**config.mk**
```make
export PLATFORM = sky130hd
export DESIGN_NAME = eprom_read_ctrl
export DESIGN_NICKNAME = d
export VERILOG_FILES = /design/src/rtl/eprom_read_ctrl.sv
export SDC_FILE = /design/constraint.sdc
export NUM_CORES = 1
export LEC_CHECK = 0
export BUFFER_PORTS_ARGS = -buffer_cell sky130_fd_sc_hd__buf_2
export CAP_MARGIN = 20
export CORE_MARGIN = 1
export CORE_UTILIZATION = 42
export DETAILED_ROUTE_END_ITERATION = 10
export PLACE_DENSITY = 0.74
export SYNTH_ARGS = -nofsm -noshare
export SYNTH_HDL_FRONTEND = slang
export SYNTH_SLANG_ARGS = --single-unit
```
**constraint.sdc**
```tcl
create_clock -name clk -period 1.5 [get_ports clk]
set_input_delay 0.225 -clock clk [delete_from_list [all_inputs] [get_ports clk]]
set_output_delay 0.225 -clock clk [all_outputs]
set_load 0.02 [all_outputs]
```
**src/rtl/eprom_read_ctrl.sv**
```systemverilog
module eprom_read_ctrl #(
  parameter int ADDR_W   = 19,
  parameter int DATA_W   = 8,
  parameter int CLK_NS   = 8,
  parameter int T_ACC_NS = 100,
  parameter int T_OE_NS  = 50
) (
  input  logic              clk,
  input  logic              rst_n,
  input  logic              req,
  input  logic [ADDR_W-1:0] req_addr,
  output logic              ready,
  output logic              rd_valid,
  output logic [DATA_W-1:0] rd_data,
  output logic [ADDR_W-1:0] mem_addr,
  output logic              mem_e_n,
  output logic              mem_g_n,
  input  logic [DATA_W-1:0] mem_data
);
  localparam int ACC_CYC = (T_ACC_NS + CLK_NS - 1) / CLK_NS;
  localparam int OE_CYC  = (T_OE_NS + CLK_NS - 1) / CLK_NS;
  localparam int G_START = (ACC_CYC > OE_CYC) ? ACC_CYC - OE_CYC : 0;
  localparam int T_MAX   = (ACC_CYC > OE_CYC) ? ACC_CYC : OE_CYC;
  localparam int T_TOT   = (T_MAX < 1) ? 1 : T_MAX;
  localparam int CNT_W   = $clog2(T_TOT + 1);
  localparam logic [CNT_W-1:0] LAST = CNT_W'(T_TOT);

  typedef enum logic [1:0] {S_IDLE, S_ACC, S_REL, S_GAP} state_t;

  state_t           st;
  logic [CNT_W-1:0] cnt;
  logic             g_on;

  always_ff @(posedge clk or negedge rst_n) begin
    if (!rst_n) begin
      st       <= S_IDLE;
      cnt      <= '0;
      mem_addr <= '0;
      rd_data  <= '0;
      rd_valid <= 1'b0;
    end else begin
      rd_valid <= 1'b0;
      case (st)
        S_IDLE: if (req) begin
          mem_addr <= req_addr;
          cnt      <= '0;
          st       <= S_ACC;
        end
        S_ACC: if (cnt == LAST) begin
          rd_data  <= mem_data;
          rd_valid <= 1'b1;
          st       <= S_REL;
        end else begin
          cnt <= cnt + 1'b1;
        end
        S_REL:   st <= S_GAP;
        default: st <= S_IDLE;
      endcase
    end
  end

  generate
    if (G_START == 0) begin : g_with_e
      assign g_on = (st == S_ACC);
    end else begin : g_delayed
      assign g_on = (st == S_ACC) && (cnt >= CNT_W'(G_START));
    end
  endgenerate

  assign ready   = (st == S_IDLE);
  assign mem_e_n = !((st == S_ACC) || (st == S_REL));
  assign mem_g_n = !g_on;
endmodule

```
# [Word level (Yosys, flattened, before mapping)]
# Cells that the tools add are included.
[totals] inputBits=30 regBits=34 wordCells=31 output_inout_bits=31
[op_classes] mux=8 n_reduce_logical=10 add_sub_neg=1 order_cmp=1 n_eq_ne=6
[ops] operator="4-bit two-way mux" count=2
[ops] operator="4-bit one-hot mux with 2 select lines" count=1
[ops] operator="2-bit != test, second input constant" count=3
[ops] operator="2-bit one-hot mux with 3 select lines" count=1
[ops] operator="2-bit AND reduction" count=3
[ops] operator="4-bit by 1-bit adder with 4-bit output, second input constant" count=1
[ops] operator="4-bit equality test, second input constant" count=1
[ops] operator="4-bit by 3-bit >= comparator with 1-bit output, second input constant" count=1
[ops] operator="2-bit two-way mux" count=2
[ops] operator="3-bit AND reduction" count=1
[ops] operator="2-bit by 1-bit equality test with 1-bit output, second input constant" count=1
[ops] operator="2-bit equality test, second input constant" count=1
[ops] operator="1-bit zero test" count=2
[ops] operator="2-bit zero test" count=1
[ops] operator="1-bit two-way mux" count=2
[ops] operator="2-bit nonzero test" count=1
[ops] operator="1-bit logical AND" count=1
[ops] operator="1-bit logical OR" count=1

# [Depth between registers and ports, before layout]
# Gate-level depths: netlist of the first run.
[logic_depth] depth_word=3 ltp_mapped=6 depth_no_buf=5

# [Worst setup path before layout of the first run]
# Ideal clock, no wire load.
[synth_path] path_kind="reg-to-reg" start="reg st[0]" end="reg mem_addr[0]" path_slack_ns=-0.122 path_stages_with_launch=6 period_less_slack_ns=1.622 required_time_ns=1.375 setup_time_ns=0.125 arrival_time_ns=1.497 cell_sequence="dfrtp_1 > inv_1 > ha_1 > nand2_2 > buf_6 > mux2_4"
[synth_between] elab_chain_len=2
[synth_rtl] item="start: declaration" line_no="30" source="state_t st;"
[synth_rtl] item="start signal: assignment" line_no="36" source="st <= S_IDLE;"
[synth_rtl] item="start signal: assignment" line_no="47" source="st <= S_ACC;"
[synth_rtl] item="start signal: assignment" line_no="52" source="st <= S_REL;"
[synth_rtl] item="2-bit zero test"
[synth_rtl] item="named net ready" line_no="12" source="output logic ready,"
[synth_rtl] item="2-bit AND reduction (no source line)"
[synth_rtl] item="end signal: assignment" line_no="45" source="mem_addr <= req_addr;"
[synth_rtl] item="end: declaration" line_no="15" source="output logic [ADDR_W-1:0] mem_addr,"
# The timed path passes the listed nets, and every way through them passes these cells.
# A chain may end at the register's enable or synchronous reset.

# [Final worst setup path of the first run]
[layout_path] start="reg cnt[0]" end="out mem_g_n"
[layout_between] elab_chain_len=3
[layout_rtl] item="start: declaration" line_no="31" source="logic [CNT_W-1:0] cnt;"
[layout_rtl] item="start signal: assignment" line_no="54" source="cnt <= cnt + 1'b1;"
[layout_rtl] item="4-bit by 3-bit >= comparator with 1-bit output" line_no="66" source="assign g_on = (st == S_ACC) && (cnt >= CNT_W'(G_START));"
[layout_rtl] item="1-bit logical AND" line_no="66"
[layout_rtl] item="1-bit zero test" line_no="72" source="assign mem_g_n = !g_on;"
[layout_rtl] item="end: declaration" line_no="17" source="output logic mem_g_n,"
# Every way passes these cells.

==> insert_results.sql, run 1 <==
INSERT INTO impl_metrics (metric_group, metric, value, unit) VALUES
('status', 'status', 'finished, violations left', ''),
('status', 'violations', 'setup timing', ''),
('setup_path', 'worstSetupEndpointType', 'primary output', ''),
('setup_path', 'required_time_at_the_endpoint_of_the_critical_path', '1270', 'ps'),
('layout', 'post-route-util', '63.36', '%'),
('setup_path', 'critPathMaxFanout', '2', ''),
('synth', 'yosys.area.top_type_share', '57.19', '%'),
('synth', 'synth_top_cell_by_area', 'sky130_fd_sc_hd__dfrtp_1', ''),
('setup_path', 'path_cells', 'inv_2 > ha_4 > o21ai_2 > nand2_1 > nand2_2 > buf_6', ''),
('sta', 'worstMarginPinSlew', '414.5', 'ps'),
('power', 'design_power_total', '4.338', 'mW'),
('drt', 'totalWireLength', '3281', 'um'),
('global_routing', 'grt_pass1_vias', '1107', ''),
('floorplan', 'die_area', '3784', 'um2'),
('setup_path', 'timing.critical_path.from', 'cnt[0]$_DFFE_PN0P_', ''),
('sta', 'rsz0062_at_grt', 'yes', ''),
('synth', 'netlist_instances', '98', ''),
('power', 'switching_share', '38.86', '%'),
('drt', 'detail_route.vias_per_cell', '4.898', ''),
('drt', 'drc', '0', ''),
('setup_path', 'critical_path.max_stage_delay', '390', 'ps'),
('clock_tree', 'cts.clk_slew.worst_paths', '100', 'ps'),
('sta', 'final-hold-violation-count', '0', ''),
('synth', 'ys_async_sr_fraction', '100.0', '%'),
('power', 'power_frac_comb', '53.3', '%'),
('clock_tree', 'cts_made_buffers', '5', ''),
('sta', 'worst_slack_setup_final', '-40.52', 'ps'),
('floorplan', 'chipHeight', '61.52', 'um'),
('synth', 'synth_edf_count', '0', ''),
('synth', 'synth.avg_cell_area', '15.18', 'um2'),
('drt', 'routed_wire_length_per_instance', '14.58', 'um'),
('sta', 'total_negative_slack_for_setup_checks', '-40.52', 'ps'),
('setup_path', 'worstSetupStartpointType', 'flop', ''),
('floorplan', 'die_width', '61.52', 'um'),
('sta', 'timing.fmax', '649.1', 'MHz'),
('layout', 'area_growth_syn_to_layout', '43.23', '%'),
('layout', 'drive_gt1_share', '69.83', '%'),
('synth', 'ys_top_cells_by_area', 'sky130_fd_sc_hd__dfrtp_1 57%, sky130_fd_sc_hd__mux2_2 13%, sky130_fd_sc_hd__mux2_4 10%', ''),
('synth', 'ys_seq_area_share', '57.19', '%'),
('placed_design', 'place.detailed.instances', '205', ''),
('synth', 'synthFlopType', 'sky130_fd_sc_hd__dfrtp_1', ''),
('power', 'seq_power_share', '34.8', '%'),
('clock_tree', 'clk_latency', '330', 'ps'),
('drt', 'first_pass_iters', '4', ''),
('sta', 'hold-worst-slack', '117.1', 'ps'),
('clock_tree', 'cts_tree', 'done', ''),
('global_routing', 'grt_max_degree', '35', ''),
('power', 'max-vdd-ir-drop', '0.0009968', 'V'),
('floorplan', 'row_count', '21', ''),
('synth', 'post-synth-top-count-cell', 'sky130_fd_sc_hd__dfrtp_1', ''),
('setup_path', 'worstReg2RegStart', 'st[0]$_DFFE_PN0P_', ''),
('power', 'power.density_cell_area', '2036', 'nW/um2'),
('synth', 'yosys-top-cells-count', '34 x sky130_fd_sc_hd__dfrtp_1, 17 x sky130_fd_sc_hd__mux2_2, 10 x sky130_fd_sc_hd__mux2_4, 7 x sky130_fd_sc_hd__ha_1, 7 x sky130_fd_sc_hd__inv_1', ''),
('sta', 'finalCriticalPeriod', '1541', 'ps'),
('sta', 'final.setup_skew', '8.620', 'ps'),
('global_routing', 'grt_use_total', '17.43', '%'),
('drt', 'drt_iter0_markers', '25', ''),
('sta', 'final_min_period_over_clock_period', '102.7', '%'),
('synth', 'synthesis.nets', '135', ''),
('setup_path', 'worst_ep_arrival_time', '1320', 'ps'),
('floorplan', 'core-area', '3363', 'um2'),
('sta', 'report.final.setup_viol', '1', ''),
('clock_tree', 'cts_num_sinks', '34', ''),
('synth', 'syn-cell-area', '1488', 'um2'),
('global_routing', 'grt_first_pass_wirelength', '4733', 'um'),
('sta', 'maxSlewViolCount', '0', ''),
('layout', 'finish.cell_count_without_fillers', '225', ''),
('power', 'cellInternalPower', '2.652', 'mW'),
('floorplan', 'initial_utilization', '44.23', '%'),
('layout', 'antennaDiodeCount', '0', ''),
('setup_path', 'criticalPathCategory', 'reg2out', '');
-- logic make-up (layout without fill, tap and decap cells) --
group	after synthesis	count (layout)	share of synthesized area, %
AOI/OAI and AO/OA	8	8	3.952
muxes	30	30	24.98
adders and majority gates	7	7	5.887
DFF	34	34	57.19
xor gates and xnor gates	1	1	0.5888
buffers and inverters	9	89	3.028
and+or+nand+nor	9	10	4.374
-- area by class of cell --
| class | instances | area [um2] | area share (%) |
|---|---|---|---|
| sequential | 34 | 850.8 | 39.93 |
| multi-input combinational | 56 | 690.7 | 32.41 |
| timing repair buffer | 74 | 442.9 | 20.79 |
| tap | 46 | 57.56 | 2.701 |
| clock buffer | 7 | 55.05 | 2.584 |
| inverter | 7 | 28.78 | 1.351 |
| clock inverter | 1 | 5.005 | 0.2349 |
-- metal layers --
layer	vias up	routed length, um	GRT usage [%]
met2	38	1888	31.64
met1	556	1213	18.70
li1	504	-	-
met3	4	152	5.042
met5	-	0	0
met4	0	26	7.619
-- path summary, 6_finish.rpt --
path                                            end  slack, ps  depth (start not counted)
max reg2reg                mem_addr[14]$_DFFE_PN0P_         60                          5
min in group asynchronous  mem_addr[18]$_DFFE_PN0P_        440                          3
max                                         mem_g_n        -40                          6
max in group asynchronous   mem_addr[9]$_DFFE_PN0P_        750                          3
min                        mem_addr[18]$_DFFE_PN0P_        120                          2
min reg2reg                mem_addr[12]$_DFFE_PN0P_        510                          1
-- critical path, delay by kind of cell, from the launching register on --
kind / cells / cell delay [ps]
and+or+nand+nor: 2 / 150
adders and majority gates: 1 / 160
buffers and inverters: 2 / 180
DFF: 1 / 390
AOI/OAI and AO/OA: 1 / 110
-- state kept, by name (all words and copies together) (netlist names) --
| name | count |
|---|---|
| rd_valid | 1 |
| cnt | 4 |
| mem_addr | 19 |
| rd_data | 8 |
| st | 2 |
-- power groups by stage --
stage	Sequential [mW]	Clock, mW	Combinational (mW)
after floorplan	1.84	0	0.957
after global placement	1.47	0	1.82
after detailed placement	1.51	0	1.88
after CTS	1.49	0.539	2.23
after global routing	1.55	0.573	2.49
final	1.51	0.517	2.31
-- per-stage QoR --
stage,setup WS [ps],instance area (um2)
floorplan,56.20,1500
global route,-109.7,2131
global placement,94.70,1874
detailed placement,68.40,1874
CTS,-28.25,2078
finish,-40.52,2131
-- layout by cell type (no fill, tap or decap) --
cell type                       synthesis  final
sky130_fd_sc_hd__dfrtp_1               34     34
sky130_fd_sc_hd__inv_1                  7      2
sky130_fd_sc_hd__xnor2_1                1      1
sky130_fd_sc_hd__clkbuf_1               0      1
sky130_fd_sc_hd__nand2b_2               0      1
sky130_fd_sc_hd__nand3_4                0      1
sky130_fd_sc_hd__clkbuf_4               0      5
sky130_fd_sc_hd__inv_2                  0      4
sky130_fd_sc_hd__inv_4                  0      1
sky130_fd_sc_hd__clkinv_2               0      1
sky130_fd_sc_hd__nand4_4                1      1
sky130_fd_sc_hd__nand4_2                0      1
sky130_fd_sc_hd__nand2_1                2      1
sky130_fd_sc_hd__a31oi_1                2      2
sky130_fd_sc_hd__ha_1                   7      3
sky130_fd_sc_hd__o22ai_1                2      2
sky130_fd_sc_hd__mux2_4                10     10
sky130_fd_sc_hd__buf_2                  0     57
sky130_fd_sc_hd__dlygate4sd3_1          0      1
sky130_fd_sc_hd__mux2_2                17     17
sky130_fd_sc_hd__buf_4                  1     11
sky130_fd_sc_hd__nand2_2                1      2
sky130_fd_sc_hd__o21ai_2                0      1
sky130_fd_sc_hd__nand4b_1               1      1
sky130_fd_sc_hd__buf_12                 0      1
sky130_fd_sc_hd__o21bai_1               1      1
sky130_fd_sc_hd__buf_6                  1      4
sky130_fd_sc_hd__nand3_1                3      2
sky130_fd_sc_hd__a21boi_4               0      1
sky130_fd_sc_hd__o211a_4                0      1
sky130_fd_sc_hd__mux2i_1                3      3
sky130_fd_sc_hd__clkbuf_8               0      1
sky130_fd_sc_hd__ha_4                   0      4
-- timing repair --
item | in CTS | in global routing
pin swaps | 6 | 2
endpoints found under the hold margin | 34 | 0
resized for setup | 18 | 9
hold buffers | 1 | 0
buffers inserted | 9 | 1
cloned | 0 | 1
setup endpoints to repair | 2 | 17
Power figures use the tool's default switching activity.
==> run 2: changes to the inputs <==
--- a/config.mk
+++ b/config.mk
@@ -8,8 +8,10 @@
 export BUFFER_PORTS_ARGS = -buffer_cell sky130_fd_sc_hd__buf_2
 export CAP_MARGIN = 20
+export CELL_PAD_IN_SITES_DETAIL_PLACEMENT = 0
+export CELL_PAD_IN_SITES_GLOBAL_PLACEMENT = 1
 export CORE_MARGIN = 1
-export CORE_UTILIZATION = 42
+export CORE_UTILIZATION = 33
 export DETAILED_ROUTE_END_ITERATION = 10
-export PLACE_DENSITY = 0.74
+export PLACE_DENSITY_LB_ADDON = 0.1
 export SYNTH_ARGS = -nofsm -noshare
 export SYNTH_HDL_FRONTEND = slang
==> constraint.sdc (replaced) <==
create_clock -name clk -period 1.5 [get_ports clk]
set_input_delay 0.075 -clock clk [delete_from_list [all_inputs] [get_ports clk]]
set_output_delay 0.075 -clock clk [all_outputs]
set_load 0.02 [all_outputs]
==> run 2 against run 1 <==
The flow now finishes without violations; sequential share of layout area up 1.9 points; cell count down 1.3%; clock skew down 4.5 ps; sequential cell count unchanged; largest power group unchanged.
==> insert_results.sql, run 2 (synthesized netlist as in run 1, its figures left out) <==
INSERT INTO impl_metrics (metric_group, metric, value, unit) VALUES
('sta', 'timing.fmax', '696.7', 'MHz'),
('floorplan', 'row_count', '24', ''),
('global_routing', 'grt.overflow.total', '0', ''),
('clock_tree', 'root_buffer', 'sky130_fd_sc_hd__clkbuf_8', ''),
('run', 'max_cap_viol_count', '0', ''),
('power', 'power.share.clock', '17.1', '%'),
('layout', 'antennaDiodeCount', '0', ''),
('drt', 'detail_route.vias_per_cell', '4.563', ''),
('power', 'cellInternalPower', '2.558', 'mW'),
('floorplan', 'core-area', '4354', 'um2'),
('layout', 'layout_common_cells', '59 x sky130_fd_sc_hd__buf_2, 34 x sky130_fd_sc_hd__dfrtp_1, 17 x sky130_fd_sc_hd__mux2_2', ''),
('sta', 'final.setup_skew', '4.114', 'ps'),
('layout', 'drive_gt1_share', '64.12', '%'),
('sta', 'report.final.setup_viol', '0', ''),
('drt', 'drt_iter0_markers', '33', ''),
('power', 'power.density_cell_area', '2015', 'nW/um2'),
('layout', 'biggestRegsByFlops', 'mem_addr: 19 flops, rd_data: 8 flops, cnt: 4 flops', ''),
('power', 'design_power_total', '4.097', 'mW'),
('floorplan', 'die_area', '4780', 'um2'),
('power', 'seq_power_share', '36.1', '%'),
('global_routing', 'antenna_found_initial', '0', ''),
('global_routing', 'grt_use_total', '12.51', '%'),
('sta', 'final_min_period_over_clock_period', '95.69', '%'),
('layout', 'layout_commonest_cell', 'sky130_fd_sc_hd__buf_2', ''),
('global_routing', 'grt_pass1_vias', '1029', ''),
('power', 'max-vdd-ir-drop', '0.0008685', 'V'),
('layout', 'layout.filler_cells', '404', ''),
('power', 'power_frac_comb', '46.8', '%'),
('setup_path', 'worstSetupStartpointType', 'flop', ''),
('placed_design', 'place.port_buffers', '60', ''),
('status', 'status', 'completed', ''),
('setup_path', 'criticalPathCategory', 'reg2out', ''),
('drt', 'first_pass_iters', '6', ''),
('drt', 'via_count', '1013', ''),
('clock_tree', 'cts_num_sinks', '34', ''),
('clock_tree', 'clockBufferDepth', '2', ''),
('setup_path', 'worst_ep_arrival_time', '1360', 'ps'),
('clock_tree', 'cts.clk_slew.worst_paths', '70', 'ps'),
('layout', 'final_net_count', '206', ''),
('floorplan', 'initial_utilization', '34.17', '%'),
('setup_path', 'required_time_at_the_endpoint_of_the_critical_path', '1420', 'ps'),
('sta', 'finalCriticalPeriod', '1435', 'ps'),
('floorplan', 'chipHeight', '69.14', 'um'),
('drt', 'routed_wire_length_per_instance', '12.59', 'um'),
('power', 'leakage', '1.059', 'nW'),
('layout', 'top_register', 'mem_addr', ''),
('global_routing', 'grt_first_pass_wirelength', '4754', 'um'),
('layout', 'largest_register_ff_count', '19', ''),
('sta', 'final-hold-violation-count', '0', ''),
('clock_tree', 'cts_tree', 'done', ''),
('min_path', 'min_path_type', 'in2reg', ''),
('global_routing', 'grt_max_degree', '35', ''),
('sta', 'maxSlewViolCount', '0', ''),
('clock_tree', 'cts_made_buffers', '5', ''),
('drt', 'drc', '0', ''),
('drt', 'totalWireLength', '2794', 'um'),
('drt', 'drtAntennaViolNets', '0', ''),
('power', 'switching_share', '37.56', '%'),
('floorplan', 'die_width', '69.14', 'um'),
('setup_path', 'worstSetupEndpointType', 'primary output', ''),
('floorplan', 'io_count', '61', ''),
('sta', 'worstMarginPinSlew', '226.5', 'ps'),
('placed_design', 'detailedPlacementHpwl', '1973', 'um'),
('placed_design', 'routabilityCongestion', '0.7329', ''),
('setup_path', 'critPathMaxFanout', '4', ''),
('layout', 'area_growth_syn_to_layout', '36.67', '%'),
('power', 'net-switching-power', '1.539', 'mW'),
('sta', 'slew_headroom', '84.90', '%'),
('sta', 'hold-worst-slack', '21.05', 'ps'),
('clock_tree', 'clk_latency', '280', 'ps'),
('clock_tree', 'cts.htree.levels', '2', '');
==> run 2: path summary, 6_finish.rpt <==
check,startpoint,to,slack (ps),cells past startpoint
setup / recovery,cnt[0]$_DFFE_PN0P_,mem_g_n,60,6
hold / removal,req_addr[2],mem_addr[2]$_DFFE_PN0P_,20,2
setup reg to reg,st[0]$_DFFE_PN0P_,mem_addr[7]$_DFFE_PN0P_,100,5
hold reg to reg,rd_data[0]$_DFFE_PN0P_,rd_data[0]$_DFFE_PN0P_,500,1
max in group asynchronous,rst_n,mem_addr[7]$_DFFE_PN0P_,1040,3
min in group asynchronous,rst_n,st[1]$_DFFE_PN0P_,280,3
==> run 2: what timing repair did <==
item	in CTS	in global routing
hold buffers	1	0
endpoints found under the hold margin	34	0
endpoints found under the setup margin	1	7
pin swaps	0	2
gates resized for setup	1	7
setup buffers	0	2
==> run 2: area by class of cell <==
type	count	area (um2)	area share, %
flip-flops and latches	34	850.8	41.85
multi-input cells	55	616.8	30.34
repair buffers	66	379.1	18.65
clock buffers	6	82.58	4.062
well taps	52	65.06	3.200
inverters	7	26.28	1.292
clock inverters	2	12.51	0.6154
==> run 2: metal layers <==
layer / vias up / GRT usage, % / part of all wire (%)
met5: - / 0 / 0
met4: 0 / 4.082 / 1.0
met2: 35 / 20.60 / 49
met1: 495 / 15.26 / 45
li1: 479 / - / -
met3: 4 / 4.386 / 4.9
==> run 2: metrics by stage <==
stage | setup slack (ps) | setup TNS (ps) | utilization [%] | area, um2 | instances
floorplan | 56.20 | 0 | - | 1500 | 98
global placement | 110.3 | 0 | 43.51 | 1894 | 211
detailed placement | 65.95 | 0 | 43.51 | 1894 | 211
CTS | 6.338 | 0 | 45.98 | 2002 | 220
global route | -38.45 | -38.45 | 46.70 | 2033 | 222
finish | 64.69 | 0 | 46.70 | 2033 | 222
==> run 2: critical path: stages (launching register included) <==
cell,delay [ps]
sky130_fd_sc_hd__dfrtp_1,420
sky130_fd_sc_hd__inv_2,60
sky130_fd_sc_hd__ha_1,190
sky130_fd_sc_hd__o21ai_1,130
sky130_fd_sc_hd__nand2_1,80
sky130_fd_sc_hd__nand2_1,80
sky130_fd_sc_hd__buf_6,120
==> run 2: power by group through the flow <==
| stage | clock [mW] | combinational, mW | sequential (mW) |
|---|---|---|---|
| after floorplan | 0 | 0.957 | 1.84 |
| after global placement | 0 | 1.84 | 1.48 |
| after detailed placement | 0 | 1.87 | 1.49 |
| after CTS | 0.735 | 1.88 | 1.48 |
| after global routing | 0.773 | 2.06 | 1.53 |
| final | 0.701 | 1.92 | 1.48 |
